**config.mk**
```make
export PLATFORM = sky130hd
export DESIGN_NAME = granularity_ctrl
export DESIGN_NICKNAME = d
export VERILOG_FILES = /design/src/rtl/gran_pkg.sv /design/src/rtl/gc_window_stats.sv /design/src/rtl/gc_ratio_judge.sv /design/src/rtl/gc_settle_timer.sv /design/src/rtl/gc_level_track.sv /design/src/rtl/granularity_ctrl.sv
export SDC_FILE = /design/constraint.sdc
export NUM_CORES = 1
export LEC_CHECK = 0
export CORE_UTILIZATION = 25
export DETAILED_ROUTE_END_ITERATION = 6
export PLACE_DENSITY = 0.5
export SLEW_MARGIN = 20
export SYNTH_ARGS = -nofsm -noshare
export SYNTH_HDL_FRONTEND = slang
export SYNTH_SLANG_ARGS = --single-unit
```
**constraint.sdc**
```tcl
create_clock -name clk -period 5.4 [get_ports clk]
set_input_delay 1.62 -clock clk [delete_from_list [all_inputs] [get_ports clk]]
set_output_delay 1.62 -clock clk [all_outputs]
set_load 0.1 [all_outputs]
```
**src/rtl/gran_pkg.sv**
```systemverilog
package gran_pkg;

   typedef enum logic [1:0] {
      GC_OBSERVE = 2'd0,
      GC_REQUEST = 2'd1,
      GC_SETTLE  = 2'd2
   } gc_state_e;

   typedef enum logic {
      ADJ_MERGE = 1'b0,
      ADJ_SPLIT = 1'b1
   } adj_dir_e;

endpackage

```
**src/rtl/gc_window_stats.sv**
```systemverilog
module gc_window_stats #(
   parameter int unsigned WINDOW_LEN = 4194304,
   parameter int unsigned CNT_W      = $clog2(WINDOW_LEN + 1)
) (
   input  logic             clk,
   input  logic             rst,
   input  logic             obs_en,
   input  logic             lk_valid,
   input  logic             lk_hit,
   output logic             win_end,
   output logic [CNT_W-1:0] hits_total
);

   localparam logic [CNT_W-1:0] LAST_IDX = CNT_W'(WINDOW_LEN - 1);

   generate
      if (WINDOW_LEN < 1) begin : g_bad_len
         $error("gc_window_stats: WINDOW_LEN must be at least 1");
      end
      if (CNT_W < $clog2(WINDOW_LEN + 1)) begin : g_bad_w
         $error("gc_window_stats: CNT_W too narrow for WINDOW_LEN");
      end
   endgenerate

   logic [CNT_W-1:0] seen_q;
   logic [CNT_W-1:0] hit_q;
   logic             take;

   assign take       = obs_en && lk_valid;
   assign win_end    = take && (seen_q == LAST_IDX);
   assign hits_total = hit_q + CNT_W'(lk_hit);

   always_ff @(posedge clk) begin
      if (rst || win_end) begin
         seen_q <= '0;
         hit_q  <= '0;
      end else if (take) begin
         seen_q <= seen_q + 1'b1;
         hit_q  <= hit_q + CNT_W'(lk_hit);
      end
   end


   no_overflow_chk: assert property (@(posedge clk) disable iff (rst)
      seen_q <= LAST_IDX);


   hits_within_seen_chk: assert property (@(posedge clk) disable iff (rst)
      hit_q <= seen_q);


   idle_hold_chk: assert property (@(posedge clk) disable iff (rst)
      !obs_en |=> $stable(seen_q));

endmodule

```
**src/rtl/gc_ratio_judge.sv**
```systemverilog
module gc_ratio_judge #(
   parameter int unsigned WINDOW_LEN  = 4194304,
   parameter int unsigned SPLIT_PCT   = 95,
   parameter int unsigned MERGE_PCT   = 90,
   parameter int unsigned CNT_W       = $clog2(WINDOW_LEN + 1),
   parameter int unsigned JUDGE_STYLE = 0
) (
   input  logic [CNT_W-1:0] hits,
   output logic             want_split,
   output logic             want_merge
);

   generate
      if (JUDGE_STYLE == 0) begin : g_const
         // hit-count bounds folded at elaboration: plain comparators remain
         localparam longint unsigned SPLIT_FLOOR =
            (64'(SPLIT_PCT) * 64'(WINDOW_LEN) + 64'd99) / 64'd100;
         localparam longint unsigned MERGE_CEIL =
            (64'(MERGE_PCT) * 64'(WINDOW_LEN)) / 64'd100;
         assign want_split = 64'(hits) >= SPLIT_FLOOR;
         assign want_merge = 64'(hits) <= MERGE_CEIL;
      end else if (JUDGE_STYLE == 1) begin : g_scaled
         // hits scaled by 100 and compared with pct*window products
         logic [63:0] scaled;
         assign scaled     = 64'(hits) * 64'd100;
         assign want_split = scaled >= 64'(SPLIT_PCT) * 64'(WINDOW_LEN);
         assign want_merge = scaled <= 64'(MERGE_PCT) * 64'(WINDOW_LEN);
      end else begin : g_bad_style
         $error("gc_ratio_judge: JUDGE_STYLE must be 0 or 1");
         assign want_split = 1'b0;
         assign want_merge = 1'b0;
      end
   endgenerate

endmodule

```
**src/rtl/gc_settle_timer.sv**
```systemverilog
module gc_settle_timer #(
   parameter int unsigned SETTLE_LEN = 4194304,
   parameter int unsigned ST_W       = $clog2(SETTLE_LEN + 1)
) (
   input  logic clk,
   input  logic rst,
   input  logic settle_en,
   input  logic lk_valid,
   output logic settle_done
);

   localparam logic [ST_W-1:0] LAST_IDX = ST_W'(SETTLE_LEN - 1);

   generate
      if (SETTLE_LEN < 1) begin : g_bad_len
         $error("gc_settle_timer: SETTLE_LEN must be at least 1");
      end
   endgenerate

   logic [ST_W-1:0] cnt_q;

   assign settle_done = settle_en && lk_valid && (cnt_q == LAST_IDX);

   always_ff @(posedge clk) begin
      if (rst || settle_done || !settle_en) begin
         cnt_q <= '0;
      end else if (lk_valid) begin
         cnt_q <= cnt_q + 1'b1;
      end
   end


   settle_bound_chk: assert property (@(posedge clk) disable iff (rst)
      cnt_q <= LAST_IDX);

endmodule

```
**src/rtl/gc_level_track.sv**
```systemverilog
module gc_level_track #(
   parameter int unsigned LEVEL_W  = 4,
   parameter int unsigned LVL_MIN  = 0,
   parameter int unsigned LVL_MAX  = 6,
   parameter int unsigned LVL_INIT = 3
) (
   input  logic               clk,
   input  logic               rst,
   input  logic               step_en,
   input  logic               step_split,
   output logic [LEVEL_W-1:0] level,
   output logic               at_min,
   output logic               at_max
);

   localparam logic [LEVEL_W-1:0] MIN_V  = LEVEL_W'(LVL_MIN);
   localparam logic [LEVEL_W-1:0] MAX_V  = LEVEL_W'(LVL_MAX);
   localparam logic [LEVEL_W-1:0] INIT_V = LEVEL_W'(LVL_INIT);

   generate
      if (LVL_MIN > LVL_MAX || LVL_INIT < LVL_MIN || LVL_INIT > LVL_MAX) begin : g_bad_order
         $error("gc_level_track: need LVL_MIN <= LVL_INIT <= LVL_MAX");
      end
      if (LVL_MAX >= (1 << LEVEL_W)) begin : g_bad_w
         $error("gc_level_track: LEVEL_W too narrow for LVL_MAX");
      end
   endgenerate

   logic [LEVEL_W-1:0] level_q;

   assign level  = level_q;
   assign at_min = (level_q == MIN_V);
   assign at_max = (level_q == MAX_V);

   always_ff @(posedge clk) begin
      if (rst) begin
         level_q <= INIT_V;
      end else if (step_en) begin
         if (step_split && !at_min) begin
            level_q <= level_q - 1'b1;
         end else if (!step_split && !at_max) begin
            level_q <= level_q + 1'b1;
         end
      end
   end


   lvl_range_chk: assert property (@(posedge clk) disable iff (rst)
      level_q >= MIN_V && level_q <= MAX_V);


   lvl_step_chk: assert property (@(posedge clk) disable iff (rst)
      !step_en |=> $stable(level_q));

endmodule

```
**src/rtl/granularity_ctrl.sv**
```systemverilog
module granularity_ctrl
   import gran_pkg::*;
#(
   parameter int unsigned WINDOW_LEN  = 4194304,
   parameter int unsigned SETTLE_LEN  = 4194304,
   parameter int unsigned SPLIT_PCT   = 95,
   parameter int unsigned MERGE_PCT   = 90,
   parameter int unsigned LEVEL_W     = 4,
   parameter int unsigned LVL_MIN     = 0,
   parameter int unsigned LVL_MAX     = 6,
   parameter int unsigned LVL_INIT    = 3,
   parameter int unsigned JUDGE_STYLE = 0
) (
   input  logic               clk,
   input  logic               rst,
   input  logic               lk_valid,
   input  logic               lk_hit,
   input  logic               adj_ack,
   output logic               adj_req,
   output logic               adj_split,
   output logic [LEVEL_W-1:0] gran_level
);

   localparam int unsigned CNT_W = $clog2(WINDOW_LEN + 1);
   localparam int unsigned ST_W  = $clog2(SETTLE_LEN + 1);

   generate
      if (SPLIT_PCT > 100 || MERGE_PCT >= SPLIT_PCT) begin : g_bad_pct
         $error("granularity_ctrl: need MERGE_PCT < SPLIT_PCT <= 100");
      end
   endgenerate

   gc_state_e        st_q, st_d;
   adj_dir_e         dir_q, dir_d;
   logic             win_end;
   logic [CNT_W-1:0] hits_total;
   logic             want_split, want_merge;
   logic             settle_done;
   logic             at_min, at_max;

   gc_window_stats #(
      .WINDOW_LEN (WINDOW_LEN),
      .CNT_W      (CNT_W)
   ) u_stats (
      .clk        (clk),
      .rst        (rst),
      .obs_en     (st_q == GC_OBSERVE),
      .lk_valid   (lk_valid),
      .lk_hit     (lk_hit),
      .win_end    (win_end),
      .hits_total (hits_total)
   );

   gc_ratio_judge #(
      .WINDOW_LEN  (WINDOW_LEN),
      .SPLIT_PCT   (SPLIT_PCT),
      .MERGE_PCT   (MERGE_PCT),
      .CNT_W       (CNT_W),
      .JUDGE_STYLE (JUDGE_STYLE)
   ) u_judge (
      .hits       (hits_total),
      .want_split (want_split),
      .want_merge (want_merge)
   );

   gc_settle_timer #(
      .SETTLE_LEN (SETTLE_LEN),
      .ST_W       (ST_W)
   ) u_settle (
      .clk         (clk),
      .rst         (rst),
      .settle_en   (st_q == GC_SETTLE),
      .lk_valid    (lk_valid),
      .settle_done (settle_done)
   );

   gc_level_track #(
      .LEVEL_W  (LEVEL_W),
      .LVL_MIN  (LVL_MIN),
      .LVL_MAX  (LVL_MAX),
      .LVL_INIT (LVL_INIT)
   ) u_level (
      .clk        (clk),
      .rst        (rst),
      .step_en    (adj_req && adj_ack),
      .step_split (adj_split),
      .level      (gran_level),
      .at_min     (at_min),
      .at_max     (at_max)
   );

   always_comb begin
      st_d  = st_q;
      dir_d = dir_q;
      unique case (st_q)
         GC_OBSERVE: begin
            if (win_end) begin
               if (want_split && !at_min) begin
                  st_d  = GC_REQUEST;
                  dir_d = ADJ_SPLIT;
               end else if (want_merge && !at_max) begin
                  st_d  = GC_REQUEST;
                  dir_d = ADJ_MERGE;
               end
            end
         end
         GC_REQUEST: begin
            if (adj_ack) st_d = GC_SETTLE;
         end
         GC_SETTLE: begin
            if (settle_done) st_d = GC_OBSERVE;
         end
         default: st_d = GC_OBSERVE;
      endcase
   end

   always_ff @(posedge clk) begin
      if (rst) begin
         st_q  <= GC_OBSERVE;
         dir_q <= ADJ_MERGE;
      end else begin
         st_q  <= st_d;
         dir_q <= dir_d;
      end
   end

   assign adj_req   = (st_q == GC_REQUEST);
   assign adj_split = (dir_q == ADJ_SPLIT);


   req_hold_chk: assert property (@(posedge clk) disable iff (rst)
      adj_req && !adj_ack |=> adj_req && $stable(adj_split));


   req_drop_chk: assert property (@(posedge clk) disable iff (rst)
      adj_req && adj_ack |=> !adj_req);


   no_split_at_min_chk: assert property (@(posedge clk) disable iff (rst)
      $rose(adj_req) && adj_split |-> !at_min);


   no_merge_at_max_chk: assert property (@(posedge clk) disable iff (rst)
      $rose(adj_req) && !adj_split |-> !at_max);


   rst_state_chk: assert property (@(posedge clk)
      rst |=> !adj_req && gran_level == LEVEL_W'(LVL_INIT));

endmodule

```
==> results of run 1 <==
==> logic make-up after synthesis <==
kind of cell | Yosys count | share of synthesized area
flops | 76 | 0.349
compound gates | 57 | 0.0954
fa+ha+maj | 8 | 0.0246
xor+xnor | 77 | 0.154
simple gates | 276 | 0.324
buf+inv | 45 | 0.0461
mux | 3 | 0.00717
==> area by class of cell <==
| class | count | area share |
|---|---|---|
| Clock buffer | 10 | 0.0487 |
| Clock inverter | 6 | 0.0145 |
| Inverter | 10 | 0.00765 |
| Multi-Input combinational cell | 421 | 0.540 |
| Sequential cell | 76 | 0.310 |
| Tap cell | 220 | 0.0561 |
| Timing Repair Buffer | 12 | 0.0235 |
==> critical path, stage by stage <==
cell and delay, ps:
clkdlybuf4s50_1 460, ha_1 360, nand3_1 320, or4_1 650
mux2i_1 170, o22ai_1 230, nor2_1 80, o31a_1 320
o311a_1 130, o41ai_1 330
==> through the flow <==
stage,std cells,power (uW)
global placement,739,609
global route,755,1270
detailed placement,739,610
floorplan,542,600
CTS,755,1240
finish,755,1220
==> state kept, by name, summed over array words and instances (netlist names) <==
name            count
u_stats.hit_q      23
adj_split           1
u_settle.cnt_q     23
u_stats.seen_q     23
u_level.level       4
st_q                2
==> power groups by stage <==
stage               combinational (uW)  clock, uW  sequential, uW
CTS                               30.4        648             567
finish                            29.8        628             567
floorplan                         21.6          0             578
global route                      33.9        668             567
global placement                  30.1          0             579
detailed placement                30.3          0             579
==> synth_stat cells, types with 6 or more instances <==
| cell type | n |
|---|---|
| nor2_1 | 94 |
| dfxtp_1 | 76 |
| nand2_1 | 58 |
| xor2_1 | 49 |
| xnor2_1 | 28 |
| clkbuf_1 | 21 |
| nand4_1 | 21 |
| nand3_1 | 19 |
| and3_1 | 18 |
| a21oi_1 | 13 |
| nor3_1 | 12 |
| buf_2 | 8 |
| inv_1 | 8 |
| nand2b_1 | 8 |
| ha_1 | 7 |
| nor4_1 | 7 |
| o21ai_0 | 7 |
| buf_4 | 6 |
==> per-layer routing <==
layer / share of wire / wire length, um
met2: 0.46 / 4370
met1: 0.50 / 4750
met5: 0 / 0
met3: 0.037 / 356
met4: 0.011 / 105
==> worst max-delay path by stage <==
stage                start   endpoint  depth (start not counted)
floorplan           lk_hit    st_q[0]                         11
CTS                 lk_hit  adj_split                         10
finish              lk_hit  adj_split                         10
global placement    lk_hit    st_q[0]                         10
global route        lk_hit  adj_split                         10
detailed placement  lk_hit  adj_split                         10
==> run metrics, run 1 <==
Pwr Density 250 nW/um2; ys flop type dfxtp_1; Clock Sinks 76; maxcap violations 0; Core Region 16800 um2; worst-margin pin slew 972 ps; Fin Hold WS 466 ps; fill count 1826; post-place setup slack 648 ps; post-DR wirelength/cell 12.7 um; relative area change from synthesis to final layout 12.4%; cell type with the highest aggregate area in the netlist dfxtp_1; syn avg cell area 8.05 um2; post-CTS sizing 0; FF+latch area 1520 um2; internal power 949 uW; Reg2Reg Launch Point u_stats.hit_q[0]; Post-synth EDFFs 0; fmax 226 MHz; post-synthesis register bit count 76; crit path DAT 4670 ps; Worst Hold Path Cells 2; Hold Crit Class register to register; Synthesis Warnings 0; global routing usage on met1 0.149; vias 3582; setup bufs post-CTS 0; Worst VDD drop 0.000146 V; CTS Hold Bufs 0; count of different cell masters after synthesis 63; Skew-Pair Late Insertion Delay 340 ps; Root Buffer clkbuf_16; async set-reset flop share out of synthesis 0; Post-Syn Instances 542; die height 134 um; final core utilization 0.292; Post-Route WL 9.58 mm; slew margin rel. 0.350; maximum fanout along the worst path 11; CTS tree done; setup TNS 0 ps; final hold violations 0; share of the yosys chip area belonging to registers 0.349; R2R depth 9; met2 usage 0.180; Top Usage Layer GRT met2; maximum clock path buffer count 2; CTS Buf Count 9; first-pass GRT wire length 16.5 mm; IO buf count 10; # setup viols final 0; Final period util 0.820; layout cells sized above 1 0.0654; commonest non-fill, non-tap cell in the layout nor2_1; Req. time, crit path 5640 ps; Diodes inserted 0; final non-filler cell area 4910 um2; Switching Fraction 0.225; type of element capturing the critical path register; # rows 47; Starting DRT DRC Count 229; routability cong. 0.860; drt pass-1 iters 4; synthesized cell area 4370 um2; Multi-input gate area 2650 um2; CTS clk-pin slew, worst paths 60 ps; Hold Crit Start u_stats.hit_q[0]; critical path class primary input to register; syn nets 555; largest net degree at the start of global routing 29; DRC Markers 0; GRT Util Overall 0.114; full die area 18000 um2; htree depth 3; post-route ant nets 0; Clock power frac 0.513; Leakage Power 0.00168 uW; initial core utilization 0.260; met3 Usage GRT 0.0265; Sequential Power Share 0.463; die span in x 134 um; dpl cell area 4600 um2; vias in the first global route 3461; final net count 543; fin. max-slew vios 0; combinational share of power 0.024; I/O pins 11; smallest setup slack after layout 972 ps; vias per inst 4.74; unrepaired setup endpoints after global routing false; skew final 4.47 ps; commonest non-fill, non-tap cells in the layout 94 x nor2_1, 76 x dfxtp_1, 58 x nand2_1; top-area cell type share of the netlist area 0.349; minimum clock period 4430 ps; result of the run completed; largest cells by area after synthesis dfxtp_1 35%, xor2_1 9.8%, nor2_1 8.1%, xnor2_1 5.6%, nand2_1 5.0%; antenna violations before repair 0; DPL Wire Length 6.59 mm; r2r setup slk 2390 ps; Hold Crit Endpoint u_stats.hit_q[0]; sw power 276 uW; GR Overflow Total 0; startpoint types primary input; worst reg2reg endpoint adj_split
Power figures use the tool's default switching activity.
==> run 2: changes to the inputs <==
- clock period: 5.4 -> 4.1 ns (I/O delays scaled with it)
==> run 2 against run 1 <==
Worst hold slack worse by 7.5 ps. Combinational power up 47%. Register-to-register slack worse by 1200 ps. Largest cell class unchanged. Largest power group unchanged.
==> run metrics, run 2 (same netlist as run 1, synthesis figures left out) <==
result of the run completed; I/O pins 11 (unchanged); Worst Hold Path Cells 2 (unchanged); Leakage Power 0.00180 uW (+7.0%); Reg2Reg Launch Point u_stats.hit_q[6]; fill count 1824 (-0.11%); largest registers u_settle.cnt_q (23), u_stats.hit_q (23), u_stats.seen_q (23); vias 3654 (+2.0%); Critical Path End adj_split; die span in x 134 um (unchanged); maximum fanout along the worst path 7 (-4); fin cells 778 (+3.0%); setup bufs post-CTS 0 (unchanged); Worst VDD drop 0.000177 V (+21%); startpoint types primary input; Multi-input gate area 2650 um2 (unchanged); GR Overflow Total 0 (unchanged); CTS Hold Bufs 0 (unchanged); Placed Instances 762 (+3.1%); fin. max-slew vios 0 (unchanged); routability cong. 0.811 (-5.7%); Fin Hold WS 458 ps (-7.46 ps); worst reg2reg endpoint adj_split; type of element capturing the critical path register; # setup viols final 0 (unchanged); r2r setup slk 1220 ps (-1170 ps); Pwr Density 311 nW/um2 (+25%); vias in the first global route 3631 (+4.9%); final net count 566 (+4.2%); Final period util 0.902; Root Buffer clkbuf_16; post-DR wirelength/cell 12.4 um (-2.1%); minimum clock period 3700 ps; Starting DRT DRC Count 131 (-43%); post-CTS sizing 0 (unchanged); htree depth 3 (unchanged); die height 134 um (unchanged); Core Region 16800 um2 (unchanged); full die area 18000 um2 (unchanged); FF+latch area 1520 um2 (unchanged); DRC Markers 0 (unchanged); R2R depth 8 (-1); DPL Wire Length 6.87 mm (+4.3%); layout cells sized above 1 0.108 (+0.0421); GRT Util Overall 0.118 (+0.00421); largest net degree at the start of global routing 33 (+14%); crit path DAT 3940 ps (-730 ps); fmax 270 MHz; critical path class primary input to register; Req. time, crit path 4340 ps (-1300 ps); CTS tree done; post-route ant nets 0 (unchanged); antenna violations before repair 0 (unchanged); Hold Crit Class register to register; commonest non-fill, non-tap cells in the layout 94 x nor2_1, 76 x dfxtp_1, 58 x nand2_1; skew final 12.4 ps (+7.98 ps); drt pass-1 iters 4 (unchanged); # rows 47 (unchanged); CTS clk-pin slew, worst paths 60 ps (about the same); Post-Route WL 9.67 mm (+0.91%); unrepaired setup endpoints after global routing false; first-pass GRT wire length 17.1 mm (+3.4%); Skew-Pair Late Insertion Delay 340 ps (about the same); dpl cell area 4770 um2 (+3.9%); slew margin rel. 0.349 (-0.000781); final non-filler cell area 5070 um2 (+3.3%); initial core utilization 0.260 (unchanged); relative area change from synthesis to final layout 16.1%; commonest non-fill, non-tap cell in the layout nor2_1; setup TNS 0 ps (unchanged); Clock Sinks 76 (unchanged); CTS Buf Count 9 (unchanged); Crit. Startpoint lk_hit; vias per inst 4.70 (-1.0%); smallest setup slack after layout 401 ps (-571 ps); maximum clock path buffer count 2 (unchanged); Diodes inserted 0 (unchanged); worst-margin pin slew 973 ps (+1.17 ps); post-place setup slack 71.8 ps (-576 ps); final hold violations 0 (unchanged); IO buf count 10 (unchanged); maxcap violations 0 (unchanged)
## run 2: worst min path at each step
stage                                 from          endpoint  slack (ps)
after floorplan           u_stats.hit_q[0]  u_stats.hit_q[0]         440
final                     u_stats.hit_q[0]  u_stats.hit_q[0]         460
after detailed placement  u_stats.hit_q[0]  u_stats.hit_q[0]         450
after CTS                 u_stats.hit_q[0]  u_stats.hit_q[0]         460
after global placement    u_stats.hit_q[0]  u_stats.hit_q[0]         450
after global routing      u_stats.hit_q[0]  u_stats.hit_q[0]         500
## run 2: per-layer routing
| metal | share of wire | vias to the layer above | GRT usage |
|---|---|---|---|
| met5 | 0 | - | 0 |
| met4 | 0.012 | 0 | 0.0468 |
| met3 | 0.032 | 8 | 0.0321 |
| met2 | 0.46 | 40 | 0.191 |
| met1 | 0.49 | 1723 | 0.149 |
| li1 | - | 1883 | - |
## run 2: stage by stage
stage	util	power [uW]
2_1_floorplan	-	790
3_3_place_gp	0.284	808
3_5_place_dp	0.284	808
4_1_cts	0.301	1600
5_1_grt	0.301	1650
6_report	0.301	1580
## run 2: power by group
| group | internal, uW | leakage, uW | switching, uW |
|---|---|---|---|
| clock | 471 | 0.000142 | 316 |
| combinational | 17.6 | 0.00104 | 26.2 |
| sequential | 742 | 0.000613 | 4.68 |
## run 2: worst max-delay path, stage by stage
cell	delay, ps
clkdlybuf4s50_1	460
ha_1	260
ha_1	340
nand3_2	180
nor4_4	230
buf_4	190
xnor2_1	80
nand4_1	150
nor2_1	60
o31a_1	290
o311a_1	130
o41ai_1	340
## run 2: cell type report
class                           instances  share of cell area
Sequential cell                        76               0.300
Clock inverter                          6              0.0128
Multi-Input combinational cell        421               0.522
Clock buffer                           10              0.0452
Tap cell                              220              0.0543
Timing Repair Buffer                   35              0.0578
Inverter                               10             0.00741
